==> src/rtl/irq_ctl_pkg.sv <==
package irq_ctl_pkg;
   localparam int unsigned OPC_W = 5;

   typedef struct packed {
      logic rfi;
      logic een;
      logic edi;
      logic svi;
      logic ri;
   } irq_op_t;
endpackage

==> src/rtl/irq_op_decode.sv <==
module irq_op_decode
   import irq_ctl_pkg::*;
#(
   parameter int unsigned OP_RFI = 29,
   parameter int unsigned OP_EEN = 10,
   parameter int unsigned OP_EDI = 11,
   parameter int unsigned OP_SVI = 16,
   parameter int unsigned OP_RI  = 17
) (
   input  logic             clk,
   input  logic             rst_n,
   input  logic             op_stb,
   input  logic [OPC_W-1:0] op_code,
   input  logic             blocked,
   output irq_op_t          ops
);
   localparam logic [OPC_W-1:0] C_RFI = OPC_W'(OP_RFI);
   localparam logic [OPC_W-1:0] C_EEN = OPC_W'(OP_EEN);
   localparam logic [OPC_W-1:0] C_EDI = OPC_W'(OP_EDI);
   localparam logic [OPC_W-1:0] C_SVI = OPC_W'(OP_SVI);
   localparam logic [OPC_W-1:0] C_RI  = OPC_W'(OP_RI);

   generate
      if (OP_RFI >= (1 << OPC_W) || OP_EEN >= (1 << OPC_W) || OP_EDI >= (1 << OPC_W) ||
          OP_SVI >= (1 << OPC_W) || OP_RI >= (1 << OPC_W)) begin : g_bad_op
         $error("opcode parameter does not fit the opcode field");
      end
   endgenerate

   logic live;
   assign live = op_stb & ~blocked;

   always_comb begin
      ops     = '0;
      ops.rfi = live & (op_code == C_RFI);
      ops.een = live & (op_code == C_EEN);
      ops.edi = live & (op_code == C_EDI);
      ops.svi = live & (op_code == C_SVI);
      ops.ri  = live & (op_code == C_RI);
   end


   op_onehot_chk: assert property (@(posedge clk) disable iff (!rst_n) $onehot0(ops));

   op_blocked_chk: assert property (@(posedge clk) disable iff (!rst_n) blocked |-> (ops == '0));
endmodule

==> src/rtl/irq_entry.sv <==
module irq_entry #(
   parameter int unsigned XLEN    = 32,
   parameter int unsigned VEC_W   = 8,
   parameter int unsigned VEC_LSB = 4
) (
   input  logic             step_t0,
   input  logic             ireq,
   input  logic             ie,
   input  logic [VEC_W-1:0] vect,
   output logic             take,
   output logic [XLEN-1:0]  vec_addr
);
   localparam int HI_ZERO = int'(XLEN) - int'(VEC_W) - int'(VEC_LSB);

   assign take = step_t0 & ireq & ie;

   generate
      if (HI_ZERO < 0) begin : g_bad
         $error("vector field does not fit in the address width");
      end else if (HI_ZERO > 0 && VEC_LSB > 0) begin : g_mid
         assign vec_addr = {{HI_ZERO{1'b0}}, vect, {VEC_LSB{1'b0}}};
      end else if (HI_ZERO > 0) begin : g_low
         assign vec_addr = {{HI_ZERO{1'b0}}, vect};
      end else if (VEC_LSB > 0) begin : g_high
         assign vec_addr = {vect, {VEC_LSB{1'b0}}};
      end else begin : g_full
         assign vec_addr = vect;
      end
   endgenerate
endmodule

==> src/rtl/irq_state_regs.sv <==
module irq_state_regs
   import irq_ctl_pkg::*;
#(
   parameter int unsigned XLEN   = 32,
   parameter int unsigned INFO_W = 16
) (
   input  logic              clk,
   input  logic              rst_n,
   input  logic              take,
   input  irq_op_t           ops,
   input  logic [XLEN-1:0]   pc_cur,
   input  logic [INFO_W-1:0] src_info,
   input  logic [INFO_W-1:0] ra_lo,
   input  logic [XLEN-1:0]   rb_val,
   output logic              ie,
   output logic [XLEN-1:0]   ipc,
   output logic [INFO_W-1:0] ii
);
   generate
      if (INFO_W > XLEN || INFO_W == 0) begin : g_bad_info
         $error("information width must be between 1 and the data width");
      end
   endgenerate

   always_ff @(posedge clk or negedge rst_n) begin
      if (!rst_n) begin
         ie  <= 1'b0;
         ipc <= '0;
         ii  <= '0;
      end else if (take) begin
         ie  <= 1'b0;
         ipc <= pc_cur;
         ii  <= src_info;
      end else begin
         if (ops.rfi || ops.een) begin
            ie <= 1'b1;
         end else if (ops.edi) begin
            ie <= 1'b0;
         end
         if (ops.ri) begin
            ipc <= rb_val;
            ii  <= ra_lo;
         end
      end
   end


   entry_clr_ie_chk: assert property (@(posedge clk) disable iff (!rst_n) take |=> !ie);

   entry_save_chk: assert property (@(posedge clk) disable iff (!rst_n)
      take |=> (ipc == $past(pc_cur)) && (ii == $past(src_info)));

   rfi_ie_chk: assert property (@(posedge clk) disable iff (!rst_n) ops.rfi |=> ie);

   een_chk: assert property (@(posedge clk) disable iff (!rst_n) ops.een |=> ie);

   edi_chk: assert property (@(posedge clk) disable iff (!rst_n) ops.edi |=> !ie);

   ri_load_chk: assert property (@(posedge clk) disable iff (!rst_n)
      ops.ri |=> (ipc == $past(rb_val)) && (ii == $past(ra_lo)));

   hold_chk: assert property (@(posedge clk) disable iff (!rst_n)
      (!take && !ops.ri) |=> $stable(ipc) && $stable(ii));
endmodule

==> src/rtl/irq_ctl.sv <==
module irq_ctl
   import irq_ctl_pkg::*;
#(
   parameter int unsigned XLEN    = 32,
   parameter int unsigned INFO_W  = 16,
   parameter int unsigned VEC_W   = 8,
   parameter int unsigned VEC_LSB = 4
) (
   input  logic              clk,
   input  logic              rst_n,
   input  logic              step_t0,
   input  logic              ireq,
   input  logic [INFO_W-1:0] isrc_info,
   input  logic [VEC_W-1:0]  isrc_vect,
   input  logic [XLEN-1:0]   pc_cur,
   input  logic              op_stb,
   input  logic [OPC_W-1:0]  op_code,
   input  logic [INFO_W-1:0] ra_lo,
   input  logic [XLEN-1:0]   rb_val,
   output logic              irq_take,
   output logic              iack,
   output logic              ie,
   output logic              pc_wr,
   output logic [XLEN-1:0]   pc_wr_data,
   output logic              sv_we,
   output logic [INFO_W-1:0] sv_ra_lo,
   output logic [XLEN-1:0]   sv_rb
);
   irq_op_t           ops;
   logic              take;
   logic [XLEN-1:0]   vec_addr;
   logic [XLEN-1:0]   ipc;
   logic [INFO_W-1:0] ii;

   irq_entry #(
      .XLEN    (XLEN),
      .VEC_W   (VEC_W),
      .VEC_LSB (VEC_LSB)
   ) entry_i (
      .step_t0  (step_t0),
      .ireq     (ireq),
      .ie       (ie),
      .vect     (isrc_vect),
      .take     (take),
      .vec_addr (vec_addr)
   );

   irq_op_decode dec_i (
      .clk     (clk),
      .rst_n   (rst_n),
      .op_stb  (op_stb),
      .op_code (op_code),
      .blocked (take),
      .ops     (ops)
   );

   irq_state_regs #(
      .XLEN   (XLEN),
      .INFO_W (INFO_W)
   ) regs_i (
      .clk      (clk),
      .rst_n    (rst_n),
      .take     (take),
      .ops      (ops),
      .pc_cur   (pc_cur),
      .src_info (isrc_info),
      .ra_lo    (ra_lo),
      .rb_val   (rb_val),
      .ie       (ie),
      .ipc      (ipc),
      .ii       (ii)
   );

   assign irq_take   = take;
   assign iack       = take;
   assign pc_wr      = take | ops.rfi;
   assign pc_wr_data = take ? vec_addr : ipc;
   assign sv_we      = ops.svi;
   assign sv_ra_lo   = ii;
   assign sv_rb      = ipc;


   iack_single_chk: assert property (@(posedge clk) disable iff (!rst_n) iack |=> !iack);

   ack_needs_t0_chk: assert property (@(posedge clk) disable iff (!rst_n) !step_t0 |-> !iack);

   vec_form_chk: assert property (@(posedge clk) disable iff (!rst_n)
      iack |-> pc_wr && (pc_wr_data == (XLEN'(isrc_vect) << VEC_LSB)));

   rfi_pc_chk: assert property (@(posedge clk) disable iff (!rst_n)
      (pc_wr && !iack) |-> (pc_wr_data == sv_rb));
endmodule

==> config.mk <==
export PLATFORM = sky130hd
export DESIGN_NAME = irq_ctl
export DESIGN_NICKNAME = d
export VERILOG_FILES = /design/src/rtl/irq_ctl_pkg.sv /design/src/rtl/irq_op_decode.sv /design/src/rtl/irq_entry.sv /design/src/rtl/irq_state_regs.sv /design/src/rtl/irq_ctl.sv
export SDC_FILE = /design/constraint.sdc
export NUM_CORES = 1
export LEC_CHECK = 0
export BUFFER_PORTS_ARGS = -buffer_cell sky130_fd_sc_hd__buf_2
export CAP_MARGIN = 15
export CORE_AREA = 2 2 92 94
export DETAILED_ROUTE_END_ITERATION = 12
export DIE_AREA = 0 0 94 96
export PLACE_DENSITY_LB_ADDON = 0.2
export REMOVE_ABC_BUFFERS = 1
export SLEW_MARGIN = 25
export SYNTH_ARGS = -nofsm -noshare
export SYNTH_HDL_FRONTEND = slang
export SYNTH_HIERARCHICAL = 1
export SYNTH_SLANG_ARGS = --single-unit
==> constraint.sdc <==
create_clock -name clk -period 2.36 [get_ports clk]
set_input_delay 0.708 -clock clk [delete_from_list [all_inputs] [get_ports clk]]
set_output_delay 0.708 -clock clk [all_outputs]
set_load 0.05 [all_outputs]
; ---- Word-level counts from Yosys, hierarchy flattened
; Index checks and enable logic that the tools add are counted.
[totals]
out_inout_bits = 85
wordCells = 29
inputBits = 114
ff_bits = 49
[classes]
n_eq_ne = 5
mux = 8
n_reduce_logical = 3
bitwise_logic = 10
[ops]
columns = operator, n
row1 = $mux 32, 3
row2 = $mux 16, 2
row3 = $eq 5x5->1 const B, 3
row4 = $eq 5x4->1 const B, 2
row5 = $and 1x1->1, 8
row6 = $mux 1, 3
row7 = $reduce_bool 3->1, 1
row8 = $reduce_bool 2->1, 1
row9 = $logic_or 1x1->1, 1
row10 = $not 1->1, 1
row11 = $or 1x1->1, 1

; ---- Depth between registers and ports, before layout
[logic_depth]
word_depth = 8
depth_mapped = 8
ltp_nobuf = 5

; ---- By module
; Netlist, hierarchy kept.
[modules_own_cells]
columns = mod, seq_area_each_um2, n_inst, area_each_um2, cells_per_inst
row1 = irq_state_regs, 1226.2, 1, 2279.7, 213
row2 = irq_ctl, 0.0, 1, 554.3, 38
row3 = irq_entry, 0.0, 1, 250.2, 34
row4 = irq_op_decode, 0.0, 1, 77.6, 10

; ---- Worst setup path before layout
; Ideal clock, no wire load.
[synth_path]
path_type = register -> output
start = register regs_i.ie
end = output port pc_wr
stages_incl_launch_ff = 5
required_ps = 1652
setup_slack_ps = -491
arrival_ps = 2143
n_path_buf = 0
path_cell_list = dfrtp_1 -> and3_1 -> and4b_1 -> and4b_2 -> or2_1
[synth_lines]
columns = item, line
row1 = from (decl), irq_state_regs.sv:15  ; output logic ie,
row2 = from (signal assigned), irq_state_regs.sv:27  ; ie <= 1'b0;
row3 = from (signal assigned), irq_state_regs.sv:31  ; ie <= 1'b0;
row4 = from (signal assigned), irq_state_regs.sv:36  ; ie <= 1'b1;
row5 = to (decl), irq_ctl.sv:23  ; output logic pc_wr,

==> impl_metrics.ini <==
[floorplanning]
initial_core_util_pct = 39.3
io_pins = 199
fp.dieH_um = 96
fp-row-count = 33
die_area_um2 = 9020
core_area_um2 = 8050
fp.dieW_um = 94

[sta]
period_share_pct = 106
skew_ps = 1.31
postLayoutSetupSlackWorst_ps = -142
fin_crit_ps = 2500
final_max_slew_viol_count = 0
finalSetupViolCount = 34
slew_headroom_pct = 62.2
worst_pin_slew_ps = 567
setup-tns-final_ps = -3270
hold_violations = 0
rsz0062_at_grt = yes
worst_hold_slack_ps = 401
fmax_mhz = 400

[routing]
wire_per_inst_um = 14.1
drtIter0Drc = 41
drtAntennaViolNets = 0
vias_per_cell = 4.56
first_pass_iters = 4
routed_wl_um = 8530
vias = 2761
drc_errors = 0

[clock_tree]
cts_tree = built
cts_buffer_depth = 2
clock_sink_count = 49
cts_buffers = 5
clkTransAtPathRegs_ps = 80
hold_buffers = 0
root_buffer = clkbuf_8
clk_latency_ps = 290
cts_htree_levels = 2

[grt]
grtUsageTotal_pct = 17.1
use_met2_pct = 31.0
use_met3_pct = 4.07
grt_max_degree = 33
grt_pass1_vias = 2735
antenna_found_initial = 0
grt_overflow_total = 0
grt_busiest_layer = met2
grt_pass1_wl_um = 12400
use_met1_pct = 21.1

[power_and_ir_drop]
vdd_ir_drop_max_v = 0.000902
p_leak_uw = 0.00228
totalPowerFinal_uw = 7090
p_per_area_nw_per_um2 = 1500

[worst_hold_path]
hp-class = in2async

[finish]
drive_above_1_share_pct = 54.7
layout.cells.non_filler = 606
fin_nets = 614
syn_to_final_growth_pct = 49.1
antennaDiodeCount = 0
design_area_um2 = 4710

[placement]
dp_hpwl_um = 5670
port-buffer-count = 198
gp_congestion = 0.714
place_area_um2 = 4110
dpl.cell_count = 583

[yosys]
ys_seq_area_share_pct = 38.8
ys_seq_elements = 49
yosys_warnings = 6
synth_edf_count = 0
synthArstFlopShare_pct = 100
synth.distinct_cells = 26
synth_cells = 295
ys.flop_type = dfrtp_1
netlist_area_um2 = 3160
synth.avg_cell_area_um2 = 10.7

[worst_setup_path]
crit_chain = buf_6 > and3_4 > and4b_1 > and4b_2 > or2_1 > buf_6
path_max_fanout = 7
criticalPathCategory = in2out
slowest_stage = and3_4
reg2reg_depth = 9
timing.critical_path.slowest_cell_delay_ps = 230
critPathMostFrequentCell = buf_6
crit_path_start_kind = input pin
endpoint_kind = output port
cp_data_required_time_ps = 1650
cp.arrival_ps = 1790

[run_status]
failed_checks = setup timing
status = finished, violations left

[run]
maxCapViolations = 0
-- cells in the final DEF, fill, tap and decap left out --
master | netlist | routed
buf_2 | 5 | 161
dfrtp_1 | 49 | 49
mux2i_1 | 48 | 48
nand2_1 | 48 | 48
buf_6 | 3 | 37
mux2_4 | 29 | 32
o21ai_0 | 28 | 28
conb_1 | 1 | 24
o21ai_1 | 20 | 20
buf_4 | 34 | 18
clkbuf_8 | 0 | 5
buf_12 | 6 | 5
clkbuf_16 | 0 | 4
clkbuf_1 | 6 | 3
bufbuf_16 | 0 | 2
nor2_1 | 3 | 2
or2_1 | 1 | 1
or4b_4 | 0 | 1
nor3b_4 | 0 | 1
nor2b_4 | 0 | 1
nand3b_1 | 1 | 1
nor2_4 | 0 | 1
and4b_1 | 1 | 1
and4b_2 | 1 | 1
and4_2 | 1 | 1
and3_2 | 1 | 1
and3_4 | 0 | 1
buf_8 | 0 | 1
buf_16 | 0 | 1
nand2b_1 | 1 | 1
a21oi_1 | 1 | 1
-- final cells by class --
type / instances / area, um^2
tap: 105 / 131
clock buffer: 8 / 80.1
sequential: 49 / 1230
fill: 731 / 3340
timing repair buffer: 229 / 1670
multi-input combinational: 215 / 1610
-- report_power, final --
group	total (uW)	switching [uW]	internal (uW)
clock	471	260	211
combinational	5060	3390	1670
sequential	1560	300	1260
total	7090	3950	3140
-- synthesized netlist by cell type, types with 3 or more instances --
cell type	number	area share, %
mux2_2	3	1.1
buf_12	6	3.8
buf_2	5	0.79
nor2_1	3	0.36
buf_4	34	8.1
mux2_4	29	14
dfrtp_1	49	39
mux2i_1	48	15
clkbuf_1	6	0.71
o21ai_1	20	3.2
nand2_1	48	5.7
o21ai_0	28	4.4
buf_6	3	1.1
-- final timing paths --
kind	from	endpoint	slack (ps)
setup / recovery	step_t0	pc_wr	-140
hold / removal	rst_n	regs_i/ipc[25]	400
setup reg to reg	regs_i/ie	regs_i/ii[12]	290
hold reg to reg	regs_i/ii[9]	regs_i/ii[9]	580
max in group asynchronous	rst_n	regs_i/ipc[20]	1420
min in group clk	regs_i/ii[9]	regs_i/ii[9]	580
-- state kept, by name (all words and copies together), names as in the netlist --
signal and count:
regs_i/ie 1, regs_i/ipc 32, regs_i/ii 16
-- kinds of logic (layout without fill, tap and decap cells) --
kind of cell,count (synthesis),in the layout,share of synthesized area [%]
AOI/OAI and AO/OA,49,49,7.76
buffers and inverters,54,237,14.4
DFF,49,49,38.8
muxes,80,80,30.0
other,1,24,0.119
and+or+nand+nor,62,62,8.86
-- through the flow --
step           worst slack (ps)  utilization [%]
4_1_cts                    -183             56.4
2_1_floorplan             -4360                -
6_report                   -142             58.6
3_5_place_dp               -236             51.0
3_3_place_gp               -232             51.0
5_1_grt                    -182             58.6
-- worst max-delay path, delay by kind of cell --
| family | cells | cell delay [ps] |
|---|---|---|
| buf+inv | 2 | 210 |
| simple gates | 4 | 870 |
-- timing repair --
item	in CTS	in global routing
setup endpoints to repair	34	34
buffers inserted	3	6
cloned	2	4
pin swaps	5	3
resized for setup	79	3
-- per-layer routing --
layer | up-vias | wire (um)
met4 | 0 | 60
met1 | 1268 | 3590
li1 | 1364 | -
met3 | 6 | 685
met2 | 123 | 4190
met5 | - | 0
Power figures use the tool's default switching activity.
